==> config.mk <==
export PLATFORM = sky130hd
export DESIGN_NAME = nbr_err_avg
export DESIGN_NICKNAME = d
export VERILOG_FILES = /design/src/rtl/nbr_avg_pkg.sv /design/src/rtl/nbr_link_hist.sv /design/src/rtl/nbr_presence_dec.sv /design/src/rtl/nbr_mean_div.sv /design/src/rtl/nbr_err_avg.sv
export SDC_FILE = /design/constraint.sdc
export NUM_CORES = 1
export LEC_CHECK = 0
export ABC_AREA = 0
export BUFFER_PORTS_ARGS = -buffer_cell sky130_fd_sc_hd__buf_2
export CORE_ASPECT_RATIO = 1.5
export CORE_UTILIZATION = 59
export DETAILED_ROUTE_END_ITERATION = 7
export HOLD_SLACK_MARGIN = 0.05
export PLACE_DENSITY = 0.82
export SLEW_MARGIN = 10
export SYNTH_ARGS = -nofsm -noshare
export SYNTH_HDL_FRONTEND = slang
export SYNTH_HIERARCHICAL = 1
export SYNTH_SLANG_ARGS = --single-unit
export TNS_END_PERCENT = 20
==> constraint.sdc <==
create_clock -name clk -period 10.5 [get_ports clk]
set_input_delay 0 -clock clk [delete_from_list [all_inputs] [get_ports clk]]
set_output_delay 0 -clock clk [all_outputs]
set_load 0.005 [all_outputs]
==> src/rtl/nbr_avg_pkg.sv <==
// Package: shared constants and types of the neighbor error averaging node.
// Assumes a four-link rectangular grid node.
package nbr_avg_pkg;
    localparam int NLINK = 4;

    // Decoded number of present links; NONE covers every invalid mask.
    typedef enum logic [1:0] {
        CNT_NONE  = 2'd0,
        CNT_TWO   = 2'd1,
        CNT_THREE = 2'd2,
        CNT_FOUR  = 2'd3
    } nbr_cnt_e;
endpackage

==> src/rtl/nbr_link_hist.sv <==
// Module: per-link history and lead/lag substitution.
// Keeps the error seen at the last local-edge strobe for each link. Outputs
// the effective error: the current value when it is <= 0, else the stored one.
// Assumes edge_stb is a single-cycle pulse per local edge.
module nbr_link_hist #(
    parameter int ERR_W = 12,
    parameter int NL    = 4
) (
    input  logic              clk,
    input  logic              rst_n,
    input  logic              edge_stb,
    input  logic [NL*ERR_W-1:0] cur_flat,
    output logic [NL*ERR_W-1:0] eff_flat
);
    for (genvar i = 0; i < NL; i++) begin : g_link
        logic signed [ERR_W-1:0] cur_v;
        logic signed [ERR_W-1:0] prev_q;

        assign cur_v = cur_flat[i*ERR_W +: ERR_W];

        // History register: capture the link error at each local edge.
        always_ff @(posedge clk) begin
            if (!rst_n) begin
                prev_q <= '0;
            end else if (edge_stb) begin
                prev_q <= cur_v;
            end
        end

        // Substitution: a leading link (positive error) uses the stored value.
        always_comb begin
            if (cur_v > 0) begin
                eff_flat[i*ERR_W +: ERR_W] = prev_q;
            end else begin
                eff_flat[i*ERR_W +: ERR_W] = cur_v;
            end
        end
    end
endmodule

==> src/rtl/nbr_presence_dec.sv <==
// Module: presence mask decoder.
// Counts the set bits of the static link mask and maps the count to a divisor
// code. A count below two is flagged as an invalid grid position.
module nbr_presence_dec
    import nbr_avg_pkg::*;
#(
    parameter int NL = 4
) (
    input  logic [NL-1:0] mask,
    output nbr_cnt_e      cnt,
    output logic          bad
);
    localparam int CW = $clog2(NL + 1);

    logic [CW-1:0] ones;

    // Population count of the presence mask.
    always_comb begin
        ones = '0;
        for (int i = 0; i < NL; i++) begin
            ones = ones + CW'(mask[i]);
        end
    end

    // Map the count onto the divisor variants.
    always_comb begin
        case (ones)
            CW'(2):  cnt = CNT_TWO;
            CW'(3):  cnt = CNT_THREE;
            CW'(4):  cnt = CNT_FOUR;
            default: cnt = CNT_NONE;
        endcase
        bad = (ones < CW'(2));
    end
endmodule

==> src/rtl/nbr_mean_div.sv <==
// Module: normalizer dividing a signed link sum by the neighbor count.
// Count 2 and 4 use arithmetic right shifts (floor). Count 3 multiplies by a
// fixed-point reciprocal and rounds to nearest. The result is assumed to fit
// ERR_W bits, since it is a mean of ERR_W-bit values.
module nbr_mean_div
    import nbr_avg_pkg::*;
#(
    parameter int ERR_W  = 12,
    parameter int SUM_W  = 14,
    parameter int FRAC_W = 16
) (
    input  logic signed [SUM_W-1:0] sum,
    input  nbr_cnt_e                cnt,
    output logic signed [ERR_W-1:0] avg
);
    localparam int PROD_W = SUM_W + FRAC_W + 2;
    localparam int RECIP  = ((1 << FRAC_W) + 1) / 3;

    logic signed [PROD_W-1:0] sum_x;
    logic signed [PROD_W-1:0] prod;
    logic signed [PROD_W-1:0] rnd;
    logic signed [ERR_W-1:0]  q2;
    logic signed [ERR_W-1:0]  q3;
    logic signed [ERR_W-1:0]  q4;

    // Reciprocal path for three neighbors with a half-LSB rounding offset.
    always_comb begin
        sum_x = PROD_W'(sum);
        prod  = sum_x * $signed(PROD_W'(RECIP));
        rnd   = prod + (PROD_W'(1) <<< (FRAC_W - 1));
        q3    = ERR_W'(rnd >>> FRAC_W);
    end

    // Shift paths for two and four neighbors.
    always_comb begin
        q2 = ERR_W'(sum >>> 1);
        q4 = ERR_W'(sum >>> 2);
    end

    // Variant select by decoded count.
    always_comb begin
        case (cnt)
            CNT_TWO:   avg = q2;
            CNT_THREE: avg = q3;
            CNT_FOUR:  avg = q4;
            default:   avg = '0;
        endcase
    end
endmodule

==> src/rtl/nbr_err_avg.sv <==
// Module: neighbor timing-error averaging node (top).
// Combines up to four signed link errors into an averaged effective error
// (lead/lag substituted per link) and an averaged current error. The results
// are registered on the edge that samples edge_stb. Assumes link_present is
// static during operation. The reset is synchronous and active low.
module nbr_err_avg
    import nbr_avg_pkg::*;
#(
    parameter int ERR_W  = 12,
    parameter int FRAC_W = 16
) (
    input  logic                   clk,
    input  logic                   rst_n,
    input  logic                   edge_stb,
    input  logic [NLINK-1:0]       link_present,
    input  logic [NLINK*ERR_W-1:0] link_err,
    output logic [ERR_W-1:0]       eff_avg,
    output logic [ERR_W-1:0]       true_avg,
    output logic                   cfg_err
);
    localparam int SUM_W = ERR_W + $clog2(NLINK);

    logic [NLINK*ERR_W-1:0]  eff_flat;
    logic signed [SUM_W-1:0] eff_sum;
    logic signed [SUM_W-1:0] true_sum;
    logic signed [ERR_W-1:0] eff_mean;
    logic signed [ERR_W-1:0] true_mean;
    nbr_cnt_e                cnt;
    logic                    bad;

    nbr_link_hist #(.ERR_W(ERR_W), .NL(NLINK)) u_hist (
        .clk      (clk),
        .rst_n    (rst_n),
        .edge_stb (edge_stb),
        .cur_flat (link_err),
        .eff_flat (eff_flat)
    );

    nbr_presence_dec #(.NL(NLINK)) u_dec (
        .mask (link_present),
        .cnt  (cnt),
        .bad  (bad)
    );

    // Masked sums over present links, sign-extended to the guard width.
    always_comb begin
        eff_sum  = '0;
        true_sum = '0;
        for (int i = 0; i < NLINK; i++) begin
            if (link_present[i]) begin
                eff_sum  = eff_sum  + SUM_W'($signed(eff_flat[i*ERR_W +: ERR_W]));
                true_sum = true_sum + SUM_W'($signed(link_err[i*ERR_W +: ERR_W]));
            end
        end
    end

    nbr_mean_div #(.ERR_W(ERR_W), .SUM_W(SUM_W), .FRAC_W(FRAC_W)) u_div_eff (
        .sum (eff_sum),
        .cnt (cnt),
        .avg (eff_mean)
    );

    nbr_mean_div #(.ERR_W(ERR_W), .SUM_W(SUM_W), .FRAC_W(FRAC_W)) u_div_true (
        .sum (true_sum),
        .cnt (cnt),
        .avg (true_mean)
    );

    // Result registers: load on the strobed edge, zero for an invalid mask.
    always_ff @(posedge clk) begin
        if (!rst_n) begin
            eff_avg  <= '0;
            true_avg <= '0;
        end else if (edge_stb) begin
            eff_avg  <= bad ? '0 : eff_mean;
            true_avg <= bad ? '0 : true_mean;
        end
    end

    // Configuration flag: registered copy of the mask check.
    always_ff @(posedge clk) begin
        if (!rst_n) begin
            cfg_err <= 1'b0;
        end else begin
            cfg_err <= bad;
        end
    end
endmodule

==> summary.txt <==
Outcome
  • Status: finished, final reports clean

Global route
  • Largest net degree at the start of global routing: 75
  • Vias in the first global route: 14.1k
  • GRT Resource Usage Total: 33.7%
  • GR Overflow Total: 0
  • Initial antenna violation count: 1
  • First-pass GRT wire length: 70,800 um

Hold path
  • Hold Crit Class: in -> reg

Timing
  • Rel. slew slack: 22.3%
  • Slew @ Worst Pin: 1170 ps
  • WHS: 53.2 ps
  • Final setup fails: 0
  • Fin. Hold Viols: 0
  • Setup TNS: 0 ps
  • Final Max Slew Viols: 0
  • Fin crit period: 10,080 ps
  • Fmax: 0.0992 GHz
  • Final WS setup: 423 ps
  • Clock Skews: 9.09 ps
  • Fin crit share: 96.0%

Die
  • I/O pin total: 80
  • Placeable Area: 25,300 um2
  • Row cnt: 71
  • Initial core utilization: 60.6%
  • Die X: 134 um
  • Chip height: 200 um
  • Die area: 26,700 um2

Detailed routing
  • Vias per std cell: 6.31
  • Metal-1 WL: 16,200 um
  • Routed wire length: 44,100 um
  • 1st-iter DRT viols: 955
  • Remaining antenna violation count: 0
  • Total length of routed met3 wires: 2710 um
  • Metal2 WL: 21,900 um
  • First-pass DRT Iterations: 5
  • Vias: 14.0k
  • Highest Signal Layer: met5
  • WL per Instance: 19.9 um
  • DRC viols: 0

Synthesis
  • Ys async rst share: 0%
  • Seq/Total Area, Yosys: 9.52%
  • Top_reg_cell synth: dfxtp_1
  • Mean Syn Cell Area: 8.64 um2
  • Yosys warnings: 6
  • Syn Inst Count: 1,775
  • Syn nets: 2,180
  • Synth Register Bits: 73
  • Mapped Area: 15,300 um2
  • Post-synth EDFFs: 0
  • Number of distinct library cells after synthesis: 84

Critical path
  • CP max FO: 5
  • CP arrival: 10,320 ps
  • Crit end category: flip-flop
  • Startpoint Class: input port
  • CP required: 10,740 ps
  • Crit Path Class: in -> reg
  • Max stage delay on crit path: 600 ps
  • Most frequent CP cell: ha_1
  • Slowest stage cell, crit path: fa_1

CTS
  • Clock buffer depth: 2
  • Clk Latency, worst-skew pair: 360 ps
  • H-Tree Depth: 3
  • Clock root buffer master: clkbuf_16
  • Clk slew on worst S/H paths: 70 ps
  • CTS tree: yes
  • Clock tree sinks: 73
  • CTS Buf Count: 9

Final layout
  • Area delta synth->final: 10.9%
  • Net count reported at finish: 2,294
  • Layout cells sized above 1: 14.2%
  • Design Area, Final: 17,000 um2

Place
  • DP HPWL: 35,000 um
  • Routability congestion estimate: 1.03
  • DP Worst Slack: -92.0 ps
  • Area post-placement: 16,200 um2
  • Port bufs: 79

Job
  • Max-cap viol count: 0
[final cells by class]
type | instances | area [um2]
fill | 2007 | 8300
timing repair buffer | 179 | 1240
clock inverter | 7 | 103
multi-input combinational | 1498 | 13100
clock buffer | 9 | 225
tap | 328 | 410
antenna | 1 | 2.50
sequential | 73 | 1460
inverter | 128 | 480
[kinds of logic after synthesis]
logic type               share of synthesized area, %
multiplexers                                     9.21
buffers and inverters                            5.99
AND/OR/NAND/NOR                                  16.7
AO/OA/AOI/OAI                                    19.4
XOR/XNOR                                         5.51
adder cells (fa/ha/maj)                          33.7
flip-flops                                       9.52
[worst max-delay path: cells and delay by family]
kind                       cells  cell delay, ps
adders and majority gates     12            4360
muxes                          1             280
buffers and inverters          2             330
and+or+nand+nor                7            1590
AOI/OAI and AO/OA             15            3190
xor gates and xnor gates       3             560
[stage by stage]
step	util, %	cells
6_report	67.2	2223
5_1_grt	67.2	2222
4_1_cts	66.6	2219
3_5_place_dp	63.8	2165
3_3_place_gp	63.8	2165
2_1_floorplan	-	1775
[registers in the layout, indices dropped and copies added, names as in the netlist]
| register | cells |
|---|---|
| u_hist/g_link.prev_q | 48 |
| true_avg | 12 |
| cfg_err | 1 |
| eff_avg | 12 |
[per-layer routing]
layer / global-route usage, % / vias to the layer above
met4: 22.4 / 2
met1: 34.6 / 6610
met2: 61.0 / 592
li1: - / 6617
met5: 0 / -
met3: 7.64 / 197
[synthesized netlist by cell type, drive strengths merged (6+ instances only)]
cell      n  area share, %
fa       97             13
o31ai    12           0.59
nor3b     6           0.29
dfxtp    73            9.5
ha      253             21
or2       8           0.33
a32o      6           0.39
mux2i    95            6.2
a21o     47            2.3
clkbuf   42            1.0
o21bai   10           0.49
and2     31            1.3
xnor2    54            3.1
a21boi   11           0.54
o21a     23            1.1
xor2     40            2.3
a211oi    9           0.44
and3     16           0.65
nor2b   106            4.3
nand2    93            2.3
maj3      6           0.43
nand4    16           0.65
nand2b   14           0.57
or3      12           0.52
inv     126            3.1
o211ai   13           0.85
nor2     86            2.1
nand3    33            1.1
o22ai     7           0.29
a31oi    67            2.8
buf      34            1.8
mux2     41            3.0
a21oi   128            4.4
o21ai    69            2.3
nor4     14            1.3
nor3     15           0.49
[layout by cell type (no fill, tap or decap), types with 14 or more instances in the layout]
master / instances
nor3_1: 15
inv_1: 126
nor2_1: 84
and3_1: 16
xnor2_1: 53
dlygate4sd3_1: 38
xor2_1: 40
ha_1: 250
a21o_1: 47
nor2b_1: 106
nand2b_1: 14
a31oi_1: 64
o21ai_0: 64
a21oi_1: 117
and2_1: 28
buf_4: 63
mux2i_1: 92
nand3_1: 33
nand4_1: 16
mux2_2: 41
nand2_1: 93
o21a_1: 23
fa_1: 95
buf_2: 78
dfxtp_1: 73
[repair_timing]
item,in CTS,in global routing
resized for setup,0,30
hold buffers,38,0
setup endpoints to repair,0,22
endpoints found under the hold margin,38,0
setup buffers,0,3
[worst paths after layout]
path | startpoint | end | slack (ps) | depth (start not counted)
min reg2reg | u_hist/g_link[0].prev_q[9]$_SDFFE_PN0P_ | u_hist/g_link[0].prev_q[9]$_SDFFE_PN0P_ | 530 | 2
min | link_err[9] | u_hist/g_link[0].prev_q[9]$_SDFFE_PN0P_ | 50 | 3
max reg2reg | u_hist/g_link[0].prev_q[0]$_SDFFE_PN0P_ | eff_avg[10]$_SDFFE_PN0P_ | 450 | 44
max | link_present[0] | true_avg[10]$_SDFFE_PN0P_ | 420 | 40
Power is not shown: default switching activity piles up to over one toggle a cycle in this logic, so the estimate is an artifact.
